**config.mk**
```make
export PLATFORM = sky130hd
export DESIGN_NAME = prbs_lane_ref
export DESIGN_NICKNAME = d
export VERILOG_FILES = /design/src/rtl/prbs_chk_pkg.sv /design/src/rtl/prbs_lane_ref.sv
export SDC_FILE = /design/constraint.sdc
export NUM_CORES = 1
export LEC_CHECK = 0
export ABC_AREA = 1
export CELL_PAD_IN_SITES_DETAIL_PLACEMENT = 1
export CELL_PAD_IN_SITES_GLOBAL_PLACEMENT = 2
export CORE_MARGIN = 1
export CORE_UTILIZATION = 23
export DETAILED_ROUTE_END_ITERATION = 10
export PLACE_DENSITY_LB_ADDON = 0.12
export SLEW_MARGIN = 15
export SYNTH_ARGS = -nofsm -noshare
export SYNTH_HDL_FRONTEND = slang
export SYNTH_SLANG_ARGS = --single-unit
```
**constraint.sdc**
```tcl
create_clock -name clk -period 1.5 [get_ports clk]
set_input_delay 0.45 -clock clk [delete_from_list [all_inputs] [get_ports clk]]
set_output_delay 0.45 -clock clk [all_outputs]
set_load 0.005 [all_outputs]
```
**src/rtl/prbs_chk_pkg.sv**
```systemverilog
package prbs_chk_pkg;

    localparam int WORD_W = 8;

    typedef logic [WORD_W-1:0] word_t;
    typedef logic [6:0]        prbs_st_t;

    typedef enum logic {
        LANE_IDLE,
        LANE_TRACK
    } lane_state_e;

    // one PRBS-7 step, x^7 + x^6 + 1; the new bit enters at the LSB
    function automatic prbs_st_t prbs_step(input prbs_st_t s);
        return {s[5:0], s[6] ^ s[5]};
    endfunction

    // word emitted from state s, first bit in the MSB
    function automatic word_t prbs_word(input prbs_st_t s);
        prbs_st_t t;
        word_t    w;
        t = s;
        w = '0;
        for (int i = 0; i < WORD_W; i++) begin
            t = prbs_step(t);
            w = {w[WORD_W-2:0], t[0]};
        end
        return w;
    endfunction

    // state after one word's worth of steps
    function automatic prbs_st_t prbs_adv(input prbs_st_t s);
        prbs_st_t t;
        t = s;
        for (int i = 0; i < WORD_W; i++) t = prbs_step(t);
        return t;
    endfunction

endpackage

```
**src/rtl/prbs_lane_ref.sv**
```systemverilog
module prbs_lane_ref
    import prbs_chk_pkg::*;
#(
    parameter prbs_st_t SEED = 7'h7F
) (
    input  logic  clk,
    input  logic  rst_n,
    input  logic  valid,
    input  word_t data,
    output logic  lane_ok
);

    lane_state_e state_q, state_d;
    prbs_st_t    ref_q, ref_d;
    prbs_st_t    cur;
    word_t       expected;

    // state and reference register
    always_ff @(posedge clk or negedge rst_n) begin
        if (!rst_n) begin
            state_q <= LANE_IDLE;
            ref_q   <= SEED;
        end else begin
            state_q <= state_d;
            ref_q   <= ref_d;
        end
    end

    // next state and compare output
    always_comb begin
        cur      = (state_q == LANE_TRACK) ? ref_q : SEED;
        expected = prbs_word(cur);
        lane_ok  = !valid || (data == expected);
        state_d  = state_q;
        ref_d    = ref_q;
        unique case (state_q)
            LANE_IDLE: begin
                if (valid) begin
                    state_d = LANE_TRACK;
                    ref_d   = prbs_adv(SEED);
                end
            end
            LANE_TRACK: begin
                if (valid) ref_d = prbs_adv(ref_q);
                else       state_d = LANE_IDLE;
            end
        endcase
    end

    // a lane whose valid dropped is idle on the next cycle
    assert_idle_after_drop_R4: assert property (@(posedge clk) disable iff (!rst_n)
        !valid |=> (state_q == LANE_IDLE));

    // an idle lane never reports a mismatch without valid
    assert_invalid_lane_ok_R3: assert property (@(posedge clk) disable iff (!rst_n)
        !valid |-> lane_ok);

endmodule

```
==> results of run 1 <==
[cell usage in the layout (no fill, tap or decap)]
master,n
nand2_1,29
buf_4,20
inv_1,11
clkdlybuf4s50_1,10
nand2_2,9
nand4_1,7
nand3_1,7
dfstp_2,7
nand3_2,6
nor2_1,5
o21ai_0,5
clkbuf_4,3
inv_2,2
nor2_2,2
inv_4,1
nand2_4,1
nand3_4,1
nand3b_1,1
nor2b_1,1
a21oi_1,1
clkinv_1,1
a31oi_1,1
clkbuf_1,1
buf_2,1
dfrtp_1,1
[worst register-to-register path, cell delays in order, from the launching register on]
cell and delay [ns]:
dfstp_2 0.60, inv_4 0.07, nand2_4 0.09, nand3_4 0.08
nand2_2 0.08, nand2_2 0.06, buf_4 0.12, o21ai_0 0.14
[worst paths after layout]
check | startpoint | end | slack (ns) | depth (start not counted)
min in group clk | ref_q[6]$_DFFE_PN1P_ | ref_q[6]$_DFFE_PN1P_ | 0.53 | 2
hold / removal | rst_n | state_q$_DFF_PN0_ | 0.47 | 1
hold reg to reg | ref_q[6]$_DFFE_PN1P_ | ref_q[6]$_DFFE_PN1P_ | 0.53 | 2
setup / recovery | ref_q[5]$_DFFE_PN1P_ | lane_ok | -0.60 | 11
setup reg to reg | ref_q[5]$_DFFE_PN1P_ | ref_q[0]$_DFFE_PN1P_ | 0.17 | 7
max in group asynchronous | rst_n | ref_q[5]$_DFFE_PN1P_ | 0.73 | 1
[kinds of logic after synthesis]
logic type	share of synthesized area [%]
compound gates	5.641
buf+inv	11.67
flops	32.49
simple gates	50.20
[routing by layer]
| layer | wire, um | GRT usage (%) | up-vias |
|---|---|---|---|
| li1 | - | - | 394 |
| met3 | 29 | 2.500 | 2 |
| met2 | 950 | 25.50 | 7 |
| met4 | 12 | 6.410 | 0 |
| met5 | 0 | 0 | - |
| met1 | 862 | 16.81 | 344 |
[through the flow]
stage / hold slack (ns) / std cells / power, uW / utilization, %
floorplan: 0.1544 / 101 / 537.6 / -
global placement: 0.5145 / 157 / 728.9 / 35.04
detailed placement: 0.5196 / 157 / 737.5 / 35.04
CTS: 0.4719 / 164 / 954.2 / 37.13
global route: 0.4834 / 164 / 1067 / 38.99
finish: 0.4705 / 164 / 981.0 / 38.99
[registers in the layout (all words and copies together), names as in the netlist]
register	flops
ref_q	7
state_q	1
[layout make-up]
class | count | area share, %
multi-input cells | 76 | 41.37
repair buffers | 31 | 25.50
flip-flops and latches | 8 | 20.87
inverters | 15 | 5.875
well taps | 30 | 3.750
clock buffers | 4 | 2.625
[power by group through the flow]
stage / sequential [uW] / combinational, uW / clock (uW)
final: 327 / 475 / 178
after global routing: 335 / 530 / 201
after CTS: 322 / 444 / 189
after detailed placement: 324 / 414 / 0
after global placement: 326 / 403 / 0
after floorplan: 315 / 223 / 0
[timing repair]
| action | 4_1_cts | 5_1_grt |
|---|---|---|
| setup endpoints to repair | 1 | 1 |
| pin swaps | 4 | 9 |
| hold buffers | 0 | 0 |
| buffers inserted | 3 | 0 |
| resized for setup | 7 | 13 |
==> summary.md, run 1 <==
| Metric | Value |
|---|---|
| Ant. Diodes | 0 |
| Fill count | 343 |
| Sequential area share after synthesis | 32.49% |
| Port Buffers | 11 |
| Bufs on Longest Clock Path | 2 |
| I/O pin count | 12 |
| Grt ovf | 0 |
| Gpl congestion | 0.6936 |
| Leak | 0.0004770 uW |
| Req. time, crit path | 1.05 ns |
| DR WL/cell | 11.31 um |
| H-Tree Depth | 1 |
| Post-synthesis register bit count | 8 |
| Seq pwr share | 33.4% |
| Synthesized cell area | 643.1 um^2 |
| Cell variety after synth | 18 |
| Worst slack at placement | -0.9346 ns |
| Period utilization | 140.2% |
| Crit-path slowest cell | dfstp_2 |
| PD cells | 980.1 nW/um^2 |
| Synth area leaders | dfstp_2 29%, nand2_1 20%, nand3_1 9.3%, inv_1 7.0%, nand4_1 6.8% |
| Initial antenna violation count | 0 |
| Comb power frac | 48.5% |
| Vias/cell | 4.555 |
| Synth top cells by count | 34 x nand2_1, 12 x inv_1, 12 x nand3_1 |
| Footprint of the multi-input gates | 414.1 um^2 |
| Worst path most repeated cell | nand2_1 |
| Switching share of power | 37.25% |
| Core area | 2567 um^2 |
| Syn nets | 112 |
| ANT nets after route | 0 |
| CP bufs+invs | 2 |
| CP max stage delay | 0.60 ns |
| Synth warnings | 0 |
| Status | finished with violations |
| Placement Rows | 18 |
| Area grow syn2layout | 55.64% |
| Clock sinks | 8 |
| Iter 0 DRT Violations | 12 |
| Number of enable flip-flop cells after synthesis | 0 |
| Initial Util | 25.05% |
| Largest net degree at the start of global routing | 11 |
| Crit Path Class | flop to output pin |
| Cell with the most instances after synthesis | nand2_1 |
| Crit-path cells | inv_4, nand2_4, nand3_4, nand2_1, nand2_1, nor2_1, nand2_1, nor2_2, nand2_1, nand2_1, buf_2 |
| Final setup viols | 1 |
| Number of global-route vias before repair | 716 |
| Global-route wire length before repair | 3.022 mm |
| DP Area | 899.6 um^2 |
| Die Wd | 54.88 um |
| MaxCap Viol Count | 0 |
| Post-Syn Instances | 101 |
| 1st-pass router iterations | 4 |
| Drt total wl | 1.855 mm |
| Die H | 54.88 um |
| CTS tree | yes |
| Clk_lat worst skew | 0.25 ns |
| CP startpoint kind | flop |
| Root buffer cell | clkbuf_4 |
| Top_reg_cell synth | dfstp_2 |
| Worst-Margin Slew | 0.3537 ns |
| Post-DP HPWL | 1.472 mm |
| F_max | 475.6 MHz |
| CP delay by family, top | simple AND/OR/NAND/NOR gates |
| Via count | 747 |
| Async SR Flop Fraction | 100.0% |
| Clk slew on worst S/H paths | 0.06 ns |
| GRT Overall Usage | 14.47% |
| Final Critical Period | 2.103 ns |
| Remaining DRCs | 0 |
| Area share of the largest cell type after synthesis | 28.60% |
| Final number of max-transition violations | 0 |
| Worst-case vdd ir drop | 0.3801 mV |
| Final Skew | 0.001485 ns |
| Worst-path fanout max | 6 |
| Share of layout cells above drive strength 1 | 39.55% |
| Nets | 146 |
| Clock network fraction of total power | 18.2% |
| Worst EP arrival | 1.65 ns |
| Worst min path class | primary input to async pin |
| Sw Pwr | 365.4 uW |
| Register area | 209.0 um^2 |
| Setup repair after global routing missed its margin | yes |
| Final worst slack | -0.6028 ns |
| Num CTS Buffers | 3 |
| Die area | 3012 um^2 |
| Finished Cell Area | 1001 um^2 |
| CP Capture Type | output pin |
| Synth area leader | dfstp_2 |
| Internal Power | 615.6 uW |
| Synthesized area per cell | 6.367 um^2 |
| Fin Setup TNS | -0.6028 ns |
| Failing checks | negative setup slack |
| Max-slew headroom | 76.35% |
| Final hold violations | 0 |
Power figures use the tool's default switching activity.
==> run 2: changes to the inputs <==
--- a/config.mk
+++ b/config.mk
@@ -11,7 +11,8 @@
 export CORE_MARGIN = 1
 export CORE_UTILIZATION = 23
 export DETAILED_ROUTE_END_ITERATION = 10
-export PLACE_DENSITY_LB_ADDON = 0.12
+export GPL_TIMING_DRIVEN = 1
+export PLACE_DENSITY = 0.72
 export SLEW_MARGIN = 15
 export SYNTH_ARGS = -nofsm -noshare
 export SYNTH_HDL_FRONTEND = slang
==> summary.md, run 2 (synthesized netlist as in run 1, its figures left out) <==
| Metric | Value |
|---|---|
| Largest net degree at the start of global routing | 11 |
| Post-DP HPWL | 1.533 mm |
| Largest reg by FF count | ref_q |
| GRT Overall Usage | 15.12% |
| Final Critical Period | 2.130 ns |
| CP Capture Type | output pin |
| DP Area | 907.1 um^2 |
| Die area | 3012 um^2 |
| Final setup viols | 1 |
| CP startpoint kind | flop |
| Top Metal Used | met4 |
| Crit-path cells | inv_4, nand2_4, buf_4, nand4_1, nand2_2, nor2_1, nand2_1, nor2_1, nand2_1, nand2_1, buf_2 |
| Root buffer cell | clkbuf_4 |
| PD cells | 991.4 nW/um^2 |
| Initial Util | 25.05% |
| Number of global-route vias before repair | 771 |
| Initial antenna violation count | 0 |
| Via count | 763 |
| Core area | 2567 um^2 |
| Gpl congestion | 0.6984 |
| Clk_lat worst skew | 0.26 ns |
| Period utilization | 142.0% |
| Util after Layout | 39.77% |
| Ant. Diodes | 0 |
| DR WL/cell | 11.93 um |
| MaxCap Viol Count | 0 |
| CP max stage delay | 0.61 ns |
| Remaining DRCs | 0 |
| Share of layout cells above drive strength 1 | 42.22% |
| Worst-Margin Slew | 0.3647 ns |
| Inst Count DP | 158 |
| CTS tree | yes |
| Nets | 147 |
| I/O pin count | 12 |
| Metal3 WL | 40 um |
| Finished Cell Area | 1021 um^2 |
| Regs by FF count | ref_q (7), state_q (1) |
| Die H | 54.88 um |
| H-Tree Depth | 1 |
| Final Skew | 0.01035 ns |
| Final number of max-transition violations | 0 |
| Worst EP arrival | 1.68 ns |
| Status | finished with violations |
| Total power | 1012 uW |
| Max FFs per register | 7 |
| Failing checks | negative setup slack |
| Final hold violations | 0 |
| Num CTS Buffers | 3 |
| Die Wd | 54.88 um |
| Area grow syn2layout | 58.75% |
| Clock sinks | 8 |
| Bufs on Longest Clock Path | 2 |
| Worst min path class | primary input to async pin |
| 1st-pass router iterations | 4 |
| Placement Rows | 18 |
| Grt ovf | 0 |
| Worst-path fanout max | 5 |
| Hold_buf cts | 0 |
| Port Buffers | 11 |
| Most frequent cells in the layout | 26 x nand2_1, 20 x buf_4, 12 x nand2_2 |
| Max-slew headroom | 75.61% |
| Vias/cell | 4.624 |
| Setup repair after global routing missed its margin | yes |
| Crit Path Class | flop to output pin |
| Leak | 0.0004871 uW |
| Post-Layout Cell Count | 165 |
| Met1 Wirelength | 862 um |
| Clk slew on worst S/H paths | 0.07 ns |
| Global-route wire length before repair | 3.139 mm |
| Worst-case vdd ir drop | 0.3437 mV |
| Met2 wire length | 1.046 mm |
| Req. time, crit path | 1.05 ns |
| Iter 0 DRT Violations | 12 |
| Final hold slack | 0.4666 ns |
| Worst path most repeated cell | nand2_1 |
| Drt total wl | 1.968 mm |
| ANT nets after route | 0 |
| Crit-path slowest cell | dfstp_2 |
| F_max | 469.4 MHz |
| Final worst slack | -0.6305 ns |
| Most common cell after layout, fill and taps aside | nand2_1 |
run 2: cell types whose count changed in the layout (fill, tap and decap cells not counted):
cell,change
nor2_2,-1
buf_6,+1
o21ai_0,-1
o21ai_2,+1
nand2_2,+3
nor2_1,+1
nand2_1,-3
run 2: final timing paths:
| path | from | end | slack [ns] | cells past startpoint |
|---|---|---|---|---|
| hold / removal | rst_n | state_q$_DFF_PN0_ | 0.47 | 1 |
| max in group asynchronous | rst_n | ref_q[0]$_DFFE_PN1P_ | 0.72 | 1 |
| setup reg to reg | ref_q[5]$_DFFE_PN1P_ | ref_q[0]$_DFFE_PN1P_ | 0.07 | 8 |
| min in group clk | ref_q[6]$_DFFE_PN1P_ | ref_q[6]$_DFFE_PN1P_ | 0.54 | 2 |
| hold reg to reg | ref_q[6]$_DFFE_PN1P_ | ref_q[6]$_DFFE_PN1P_ | 0.54 | 2 |
| setup / recovery | ref_q[5]$_DFFE_PN1P_ | lane_ok | -0.63 | 11 |
run 2: routing by layer:
| layer | vias to the layer above | track usage (%) |
|---|---|---|
| met5 | - | 0 |
| met4 | 0 | 7.692 |
| met2 | 8 | 27.71 |
| met1 | 356 | 16.86 |
| li1 | 397 | - |
| met3 | 2 | 1.667 |
run 2: stage by stage:
| step | TNS [ns] | setup slack [ns] |
|---|---|---|
| after floorplan | -0.1154 | -0.1154 |
| after detailed placement | -1.714 | -0.9643 |
| final | -0.6305 | -0.6305 |
| after CTS | -0.6716 | -0.6716 |
| after global placement | -1.689 | -0.9709 |
| after global routing | -0.7433 | -0.7428 |
run 2: cell type report:
class                      instances  area (um^2)
clock buffer                       4        26.28
fill                             339         1546
inverter                          15        58.81
multi-input combinational         76        422.9
sequential                         8        209.0
tap                               30        37.54
timing repair buffer              32        266.5
run 2: repair_timing:
item | in CTS | in global routing
setup endpoints to repair | 1 | 2
buffers inserted | 1 | 2
gates cloned | 0 | 0
pin swaps | 8 | 10
gates resized for setup | 6 | 19
run 2: worst max-delay path: cells and delay by family (launching register included):
kind,cells,cell delay [ns]
flip-flops,1,0.61
buffers and inverters,3,0.30
AND/OR/NAND/NOR,8,0.51
run 2: power breakdown:
part | internal, uW | total, uW | switching [uW]
Combinational | 249 | 500 | 252
Sequential | 280 | 328 | 48.1
Clock | 102 | 184 | 81.7
